==> src/rtl/vsr_pkg.sv <==
package vsr_pkg;
    localparam int LVL_W = 8;
    localparam int CNT_W = 4;
    localparam logic [LVL_W-1:0] LVL_MAX = '1;

    typedef struct packed {
        logic [LVL_W-1:0] level;
        logic [CNT_W-1:0] cnt;
    } ramp_st_t;

    // last dwell count value before a step is taken
    function automatic logic [CNT_W-1:0] dwell_last(input logic [1:0] spd);
        case (spd)
            2'd0:    return CNT_W'(3);
            2'd1:    return CNT_W'(7);
            default: return CNT_W'(15);
        endcase
    endfunction
endpackage

==> src/rtl/vsr_ramp.sv <==
module vsr_ramp
    import vsr_pkg::*;
(
    input  logic             clk,
    input  logic             rst_n,
    input  logic             frame_tick,
    input  logic [1:0]       speed,
    input  logic [LVL_W-1:0] target,
    output logic [LVL_W-1:0] level
);
    ramp_st_t st_d, st_q;

    always_comb begin
        st_d = st_q;
        if (frame_tick) begin
            if (st_q.level == target) begin
                st_d.cnt = '0;
            end else if (st_q.cnt >= dwell_last(speed)) begin
                st_d.cnt = '0;
                if (st_q.level < target) st_d.level = st_q.level + 1'b1;
                else                     st_d.level = st_q.level - 1'b1;
            end else begin
                st_d.cnt = st_q.cnt + 1'b1;
            end
        end
    end

    always_ff @(posedge clk or negedge rst_n) begin
        if (!rst_n) begin
            st_q.level <= LVL_MAX;
            st_q.cnt   <= '0;
        end else begin
            st_q <= st_d;
        end
    end

    assign level = st_q.level;

    assert_only_on_tick_R6: assert property (@(posedge clk) disable iff (!rst_n)
        !frame_tick |=> $stable(level));

    assert_single_step_R4: assert property (@(posedge clk) disable iff (!rst_n)
        frame_tick |=> ({1'b0, level} == {1'b0, $past(level)}) ||
                       ({1'b0, level} == {1'b0, $past(level)} + 9'd1) ||
                       ({1'b0, level} + 9'd1 == {1'b0, $past(level)}));

    assert_no_overshoot_up_R4: assert property (@(posedge clk) disable iff (!rst_n)
        (frame_tick && level < target) |=> (level <= $past(target)));

    assert_no_overshoot_dn_R4: assert property (@(posedge clk) disable iff (!rst_n)
        (frame_tick && level > target) |=> (level >= $past(target)));

    assert_hold_at_target_R9: assert property (@(posedge clk) disable iff (!rst_n)
        (frame_tick && level == target) |=> $stable(level));
endmodule

==> src/rtl/vsr_scale.sv <==
module vsr_scale
    import vsr_pkg::*;
#(
    parameter int DW = 16
) (
    input  logic                 clk,
    input  logic                 rst_n,
    input  logic signed [DW-1:0] sample_in,
    input  logic [LVL_W-1:0]     level,
    output logic signed [DW-1:0] sample_out
);
    localparam int PW = DW + LVL_W + 1;
    localparam logic signed [PW-1:0] DIVISOR = PW'(255);
    localparam logic signed [PW-1:0] POS_LIM = PW'((2 ** (DW - 1)) - 1);
    localparam logic signed [PW-1:0] NEG_LIM = -POS_LIM - PW'(1);

    logic signed [PW-1:0] prod, quot;
    logic signed [DW-1:0] out_d, out_q;

    always_comb begin
        prod = PW'(sample_in) * $signed({1'b0, level});
        quot = prod / DIVISOR;
        if (quot > POS_LIM)      out_d = POS_LIM[DW-1:0];
        else if (quot < NEG_LIM) out_d = NEG_LIM[DW-1:0];
        else                     out_d = quot[DW-1:0];
    end

    always_ff @(posedge clk or negedge rst_n) begin
        if (!rst_n) out_q <= '0;
        else        out_q <= out_d;
    end

    assign sample_out = out_q;

    function automatic logic [DW:0] mag(input logic signed [DW-1:0] v);
        return v[DW-1] ? ({1'b0, ~v} + 1'b1) : {1'b0, v};
    endfunction

    assert_no_gain_R8: assert property (@(posedge clk) disable iff (!rst_n)
        1'b1 |=> mag(sample_out) <= mag($past(sample_in)));

    assert_mute_R2: assert property (@(posedge clk) disable iff (!rst_n)
        level == '0 |=> sample_out == '0);

    assert_unity_R2: assert property (@(posedge clk) disable iff (!rst_n)
        level == LVL_MAX |=> sample_out == $past(sample_in));
endmodule

==> src/rtl/vol_soft_ramp.sv <==
module vol_soft_ramp
    import vsr_pkg::*;
#(
    parameter int NCH = 2,
    parameter int DW  = 16
) (
    input  logic                   clk,
    input  logic                   rst_n,
    input  logic                   frame_tick,
    input  logic [1:0]             speed,
    input  logic [NCH*LVL_W-1:0]   target,
    input  logic [NCH*DW-1:0]      sample_in,
    output logic [NCH*DW-1:0]      sample_out
);
    for (genvar c = 0; c < NCH; c++) begin : g_ch
        logic [LVL_W-1:0] lvl;

        vsr_ramp i_ramp (
            .clk        (clk),
            .rst_n      (rst_n),
            .frame_tick (frame_tick),
            .speed      (speed),
            .target     (target[c*LVL_W +: LVL_W]),
            .level      (lvl)
        );

        vsr_scale #(.DW(DW)) i_scale (
            .clk        (clk),
            .rst_n      (rst_n),
            .sample_in  (sample_in[c*DW +: DW]),
            .level      (lvl),
            .sample_out (sample_out[c*DW +: DW])
        );
    end
endmodule

==> config.mk <==
export PLATFORM = sky130hd
export DESIGN_NAME = vol_soft_ramp
export DESIGN_NICKNAME = d
export VERILOG_FILES = /design/src/rtl/vsr_pkg.sv /design/src/rtl/vsr_ramp.sv /design/src/rtl/vsr_scale.sv /design/src/rtl/vol_soft_ramp.sv
export SDC_FILE = /design/constraint.sdc
export NUM_CORES = 1
export LEC_CHECK = 0
export ABC_AREA = 1
export BUFFER_PORTS_ARGS = -buffer_cell sky130_fd_sc_hd__buf_4
export CAP_MARGIN = 20
export CORE_AREA = 3 3 249 251
export DETAILED_ROUTE_END_ITERATION = 8
export DIE_AREA = 0 0 252 254
export SKIP_LAST_GASP = 1
export SLEW_MARGIN = 5
export SYNTH_ARGS = -nofsm -noshare
export SYNTH_HDL_FRONTEND = slang
export SYNTH_SLANG_ARGS = --single-unit
==> constraint.sdc <==
create_clock -name clk -period 16.2 [get_ports clk]
set_input_delay 1.62 -clock clk [delete_from_list [all_inputs] [get_ports clk]]
set_output_delay 1.62 -clock clk [all_outputs]
set_load 0.05 [all_outputs]
==> results of run 1 <==
-- cell type report --
class / count / area [um^2]
clock buffer: 5 / 125.1
inverter: 879 / 3341
timing repair buffer: 1061 / 8482
multi-input combinational: 2903 / 22820
tap: 782 / 978.4
fill: 5256 / 22950
clock inverter: 2 / 12.51
sequential: 56 / 1421
-- what timing repair did --
action / CTS / global route
resized for setup: 320 / 780
pin swaps: 115 / 467
gates cloned: 5 / 2
endpoints found under the setup margin: 32 / 32
setup buffers: 91 / 116
-- through the flow --
step | instance area, um^2 | setup TNS, ns | hold WS, ns | cells | utilization, %
2_1_floorplan | 23940 | 0 | 0.4784 | 3925 | -
3_3_place_gp | 30900 | -24.58 | 0.5024 | 5470 | 51.38
3_5_place_dp | 30900 | -29.62 | 0.5146 | 5470 | 51.38
4_1_cts | 33150 | -0.001858 | 0.5286 | 5573 | 55.13
5_1_grt | 37180 | -40.60 | 0.5779 | 5688 | 61.84
6_report | 37180 | -7.715 | 0.5343 | 5688 | 61.84
-- registers in the layout, indices dropped and copies added, names as in the netlist --
name,count
g_ch.i_ramp.st_q,8
g_ch.i_scale.sample_out,32
g_ch.i_ramp.level,16
-- worst reg2reg max path: cells and delay by family, from the launching register on --
family	cells	cell delay, ns
fa+ha+maj	7	2.76
simple gates	85	8.64
compound gates	8	1.27
flops	1	0.85
buf+inv	22	2.10
xor+xnor	1	0.16
-- how the worst min path moves through the flow --
| stage | end | slack (ns) | cells past startpoint |
|---|---|---|---|
| finish | g_ch[1].i_ramp.st_q[0] | 0.53 | 1 |
| global route | g_ch[1].i_ramp.st_q[0] | 0.58 | 1 |
| CTS | g_ch[1].i_ramp.st_q[0] | 0.53 | 1 |
| detailed placement | g_ch[1].i_ramp.st_q[0] | 0.51 | 1 |
| global placement | g_ch[1].i_ramp.st_q[1] | 0.50 | 2 |
| floorplan | g_ch[1].i_ramp.st_q[1] | 0.48 | 2 |
-- placed cells by master (no fill, tap or decap), types with 15 or more instances in the layout --
| cell type | count |
|---|---|
| nor2_4 | 98 |
| nand2_4 | 126 |
| xnor2_1 | 15 |
| inv_1 | 740 |
| buf_12 | 17 |
| nand3_2 | 103 |
| nor2_1 | 146 |
| inv_2 | 124 |
| a21oi_1 | 36 |
| nor2_2 | 67 |
| buf_4 | 974 |
| dfrtp_1 | 40 |
| buf_6 | 65 |
| o21ai_1 | 32 |
| o21ai_0 | 54 |
| nand2_1 | 981 |
| o21ai_2 | 50 |
| dfstp_2 | 16 |
| nand2_2 | 271 |
| xor2_1 | 74 |
| ha_1 | 96 |
| nand3b_1 | 16 |
| a21oi_2 | 34 |
| nand2_8 | 15 |
| ha_4 | 40 |
| nand3_4 | 56 |
| nand4_1 | 64 |
| nand3_1 | 167 |
| fa_1 | 194 |
-- kinds of logic (layout without fill, tap and decap cells) --
family / after synthesis / count (layout) / synth area share, %
AOI/OAI and AO/OA: 292 / 292 / 7.150
buffers and inverters: 970 / 1947 / 16.09
and+or+nand+nor: 2159 / 2163 / 42.40
adders and majority gates: 346 / 346 / 24.55
DFF: 56 / 56 / 5.938
xor gates and xnor gates: 102 / 102 / 3.873
-- metal layers --
layer  routed length [um]  GRT usage, %  share of wire, %  vias to the layer above
met4                 1792         5.438               2.5                        0
met2                38780         39.91                53                      372
li1                     -             -                 -                    13890
met5                    0             0                 0                        -
met3                 1772         1.535               2.4                      115
met1                30360         25.51                42                    12930
-- synth_stat cells (16+ instances only) --
| master | count | area share (%) |
|---|---|---|
| nor2_4 | 21 | 0.99 |
| dfrtp_1 | 40 | 4.2 |
| inv_1 | 808 | 13 |
| nand3_2 | 46 | 1.9 |
| fa_1 | 206 | 17 |
| nand3_1 | 270 | 5.6 |
| nand4_1 | 64 | 1.7 |
| clkbuf_1 | 63 | 0.99 |
| nor2_1 | 240 | 3.8 |
| o21ai_1 | 53 | 1.1 |
| inv_2 | 62 | 0.97 |
| nand2_2 | 139 | 3.6 |
| a21oi_1 | 73 | 1.5 |
| nor2_2 | 50 | 1.3 |
| nand2_1 | 1211 | 19 |
| xnor2_1 | 20 | 0.73 |
| o21ai_0 | 85 | 1.8 |
| nand2_4 | 37 | 1.7 |
| nand3b_1 | 16 | 0.50 |
| dfstp_2 | 16 | 1.8 |
| xor2_1 | 79 | 2.9 |
| ha_1 | 140 | 7.3 |
| nor3_1 | 29 | 0.61 |
==> results.py, run 1 <==
metrics = {
    "hold_path": {
        "hp-class": "reg2reg",
        "hold_start": "g_ch[1].i_ramp.st_q[0]",
    },
    "sta": {
        "max_slew_margin_pct": 38.00,
        "fin_skew_ns": 0.01108,
        "finalCriticalPeriod_ns": 16.49,
        "finalMaxSlewViolations": 0,
        "final_hold_viol_count": 0,
        "period_share_pct": 101.8,
        "rsz0062_at_grt": "true",
        "layout_setup_ws_ns": -0.2904,
        "fmax_mhz": 60.64,
        "setup_violations": 30,
        "worst_pin_slew_ns": 0.9268,
    },
    "yosys": {
        "ys.flop_type": "dfrtp_1",
        "ys_ff_latch": 56,
        "synth.distinct_cells": 61,
        "netlist_instances": 3925,
        "syn_area_um2": 23940,
        "async_flop_share_pct": 100.0,
        "yosysWarningCount": 0,
        "synth_nets": 4324,
        "syn_area_per_cell_um2": 6.099,
        "yosysSeqAreaShare_pct": 5.938,
        "synth_edf_count": 0,
    },
    "setup_path": {
        "crit_type": "in2reg",
        "critPathMostFrequentCell": "nand2_4",
        "cp_slowest_stage_delay_ns": 0.59,
        "critPathMaxFanout": 8,
        "startpoint": "sample_in[31]",
        "path_buf_inv": 20,
        "cp_top_family": "simple AND/OR/NAND/NOR gates",
        "end_kind": "register",
        "rr_endpoint": "g_ch[1].i_scale.sample_out[14]",
        "worst-path-stages": 125,
        "arrival_ns": 16.75,
        "start_kind": "input port",
        "worstReg2RegStart": "g_ch[1].i_ramp.level[5]",
        "cp_slowest_cell": "fa_1",
        "endpoint": "g_ch[1].i_scale.sample_out[14]",
        "ff2ff_setup_slack_ns": 0.31,
        "crit_required_ns": 16.46,
        "rr_worst_depth": 123,
    },
    "grt": {
        "antenna_found_initial": 0,
        "grt_max_degree": 57,
        "gr-total-overflow": 0,
        "first_global_vias": 25910,
        "grt_pass1_wl_mm": 114.9,
        "grt_usage_pct": 20.99,
    },
    "route": {
        "first_pass_iters": 7,
        "drc": 0,
        "dr_total_vias": 27300,
        "ant_nets": 0,
        "wl_per_cell_um": 12.78,
        "vias_per_cell": 4.800,
        "routed_wirelength_mm": 72.71,
        "dr.first_iter.drc_count": 1068,
    },
    "placed_design": {
        "dp_hpwl_mm": 53.63,
        "portBuffers": 84,
        "place_ws_ns": -1.324,
        "routabilityCongestion": 0.8783,
    },
    "cts": {
        "cts_root_buf": "clkbuf_16",
        "clock_path_buffers": 2,
        "cts_buffers": 5,
        "clock_latency_ns": 0.34,
        "clk_pin_slew_ns": 0.07,
        "cts_sinks": 56,
        "hold_buffers": 0,
        "htree_levels": 2,
        "tritoncts": "done",
    },
    "floorplan": {
        "core_area_um2": 60130,
        "io-pin-count": 85,
        "die_area_um2": 64010,
        "die_y_um": 254,
        "start_util_pct": 39.81,
        "std_cell_rows": 90,
        "dieWidth_um": 252,
    },
    "run_status": {
        "violations": "negative setup slack",
        "status": "complete, but fails checks",
    },
    "finish": {
        "nets": 5305,
        "drive_above_1_share_pct": 44.44,
        "syn_to_final_growth_pct": 55.33,
        "n_antenna_cell": 0,
    },
    "run": {
        "drv_cap": 0,
    },
}
Power of run 1 is left out: the tool's default activity adds up to more than one toggle a clock period on the data nets, which glitch-free logic cannot reach.
==> run 2: changes to the inputs <==
--- a/config.mk
+++ b/config.mk
@@ -11,6 +11,8 @@
 export CORE_AREA = 3 3 249 251
 export DETAILED_ROUTE_END_ITERATION = 8
 export DIE_AREA = 0 0 252 254
+export GPL_TIMING_DRIVEN = 0
+export PLACE_DENSITY_LB_ADDON = 0.05
 export SKIP_LAST_GASP = 1
 export SLEW_MARGIN = 5
 export SYNTH_ARGS = -nofsm -noshare
==> run 2 against run 1 <==
Compared with the run above:
- final cell count down 10%
- routed wire length down 2.8%
- the run still ends with negative setup slack left
- count of clock-buffer cells in the layout unchanged
- clock skew up 0.0024 ns
- worst setup slack better by 0.18 ns
- global-route usage up 1.0 points
- design area down 12%
- non-clock buffer count down 571
- maximum frequency up 1.1%
- critical path type unchanged
==> results.py, run 2 (synthesis results as in run 1) <==
metrics = {
    "floorplan": {
        "die_y_um": 254,
        "die_area_um2": 64010,
        "dieWidth_um": 252,
        "core_area_um2": 60130,
        "start_util_pct": 39.81,
        "io-pin-count": 85,
        "std_cell_rows": 90,
    },
    "finish": {
        "final_cells": 5116,
        "largest_reg_flops": 32,
        "layout_commonest_cell": "nand2_1",
        "layout_common_cells": "nand2_1 (982), inv_1 (754), buf_4 (392)",
        "seq_area_um2": 1421,
        "fill_cells": 6056,
        "stdcell_area_um2": 32670,
        "nets": 4733,
        "drive_above_1_share_pct": 35.42,
        "syn_to_final_growth_pct": 36.48,
        "multi_input_area_um2": 22690,
        "n_antenna_cell": 0,
    },
    "sta": {
        "hold_ws_ns": 0.5227,
        "max_slew_margin_pct": 37.24,
        "layout_setup_ws_ns": -0.1084,
        "final_hold_viol_count": 0,
        "fin_skew_ns": 0.01346,
        "rsz0062_at_grt": "true",
        "setup_violations": 27,
        "fin_tns_setup_ns": -1.516,
        "finalCriticalPeriod_ns": 16.31,
        "period_share_pct": 100.7,
        "worst_pin_slew_ns": 0.9315,
        "finalMaxSlewViolations": 0,
        "fmax_mhz": 61.32,
    },
    "route": {
        "drc": 0,
        "dr.first_iter.drc_count": 1149,
        "vias_per_cell": 4.829,
        "dr_total_vias": 24710,
        "routed_wirelength_mm": 70.69,
        "first_pass_iters": 5,
        "ant_nets": 0,
        "wl_per_cell_um": 13.82,
    },
    "cts": {
        "cts_sinks": 56,
        "clock_latency_ns": 0.34,
        "htree_levels": 2,
        "cts_buffers": 5,
        "tritoncts": "done",
        "clock_path_buffers": 2,
        "clk_pin_slew_ns": 0.08,
        "cts_root_buf": "clkbuf_16",
    },
    "placed_design": {
        "placedCellCount": 4759,
        "dpl_cell_area_um2": 25310,
        "dp_hpwl_mm": 53.92,
        "routabilityCongestion": 0.8326,
        "portBuffers": 52,
    },
    "grt": {
        "grt_pass1_wl_mm": 118.4,
        "grt_max_degree": 57,
        "gr-total-overflow": 0,
        "antenna_found_initial": 0,
        "first_global_vias": 24410,
        "grt_usage_pct": 22.04,
    },
    "setup_path": {
        "crit_type": "in2reg",
        "end_kind": "register",
        "arrival_ns": 16.58,
        "cp_slowest_cell": "fa_2",
        "critPathMostFrequentCell": "nand2_4",
        "start_kind": "input port",
        "ff2ff_setup_slack_ns": 0.08,
        "critPathMaxFanout": 8,
        "cp_slowest_stage_delay_ns": 0.60,
        "crit_required_ns": 16.47,
    },
    "run_status": {
        "status": "complete, but fails checks",
        "violations": "negative setup slack",
    },
    "run": {
        "drv_cap": 0,
    },
    "hold_path": {
        "hp-class": "reg2reg",
    },
}
-- run 2: cell types whose count changed in the layout (fill, tap and decap cells not counted), sizes merged --
| cell | previous run | this run |
|---|---|---|
| nand2 | 1393 | 1391 |
| buf | 1060 | 454 |
| clkbuf | 6 | 41 |
| bufinv | 1 | 0 |
| clkinvlp | 0 | 2 |
| inv | 872 | 871 |
| clkinv | 8 | 9 |
-- run 2: worst paths after layout --
| check | cells after the start | endpoint | start |
|---|---|---|---|
| max | 125 | g_ch[1].i_scale.sample_out[14] | sample_in[31] |
| min | 2 | g_ch[1].i_ramp.st_q[1] | g_ch[1].i_ramp.st_q[1] |
| max reg2reg | 120 | g_ch[1].i_scale.sample_out[14] | g_ch[1].i_ramp.level[0] |
| min reg2reg | 2 | g_ch[1].i_ramp.st_q[1] | g_ch[1].i_ramp.st_q[1] |
| max in group asynchronous | 1 | g_ch[0].i_scale.sample_out[12] | rst_n |
| min in group asynchronous | 1 | g_ch[0].i_scale.sample_out[14] | rst_n |
-- run 2: critical path, delay by kind of cell --
family,cells,cell delay [ns]
XOR/XNOR,2,0.45
adder cells (fa/ha/maj),7,2.71
buffers and inverters,21,2.27
AND/OR/NAND/NOR,86,8.38
AO/OA/AOI/OAI,9,1.07
-- run 2: per-stage QoR --
step                util (%)  worst slack (ns)
CTS                    49.53           -0.2271
global placement       42.08            -2.683
detailed placement     42.08            -2.664
finish                 54.33           -0.1084
global route           54.33            -1.269
floorplan                  -           0.05902
-- run 2: what timing repair did --
item	4_1_cts	5_1_grt
endpoints found under the setup margin	32	32
gates resized for setup	634	510
hold buffers	0	0
gates cloned	8	0
pin swaps	313	390
buffers inserted	224	131
-- run 2: area by class of cell --
type                            instances  share of cell area, %
Tap cell                              782                  2.995
Clock inverter                          2                0.03830
Buffer                                 80                  2.455
Timing Repair inverter                  1                0.02298
Inverter                              879                  10.31
Timing Repair Buffer                  410                  9.977
Multi-Input combinational cell       2901                  69.47
Clock buffer                            5                 0.3830
Sequential cell                        56                  4.351
-- run 2: metal layers --
metal	track usage [%]	part of all wire, %	vias to the layer above
met1	28.95	46	11650
met2	39.62	50	265
met5	0	0	-
li1	-	-	12720
met3	1.443	2.0	71
met4	5.191	2.1	0
Power of run 2 is left out for the same reason.
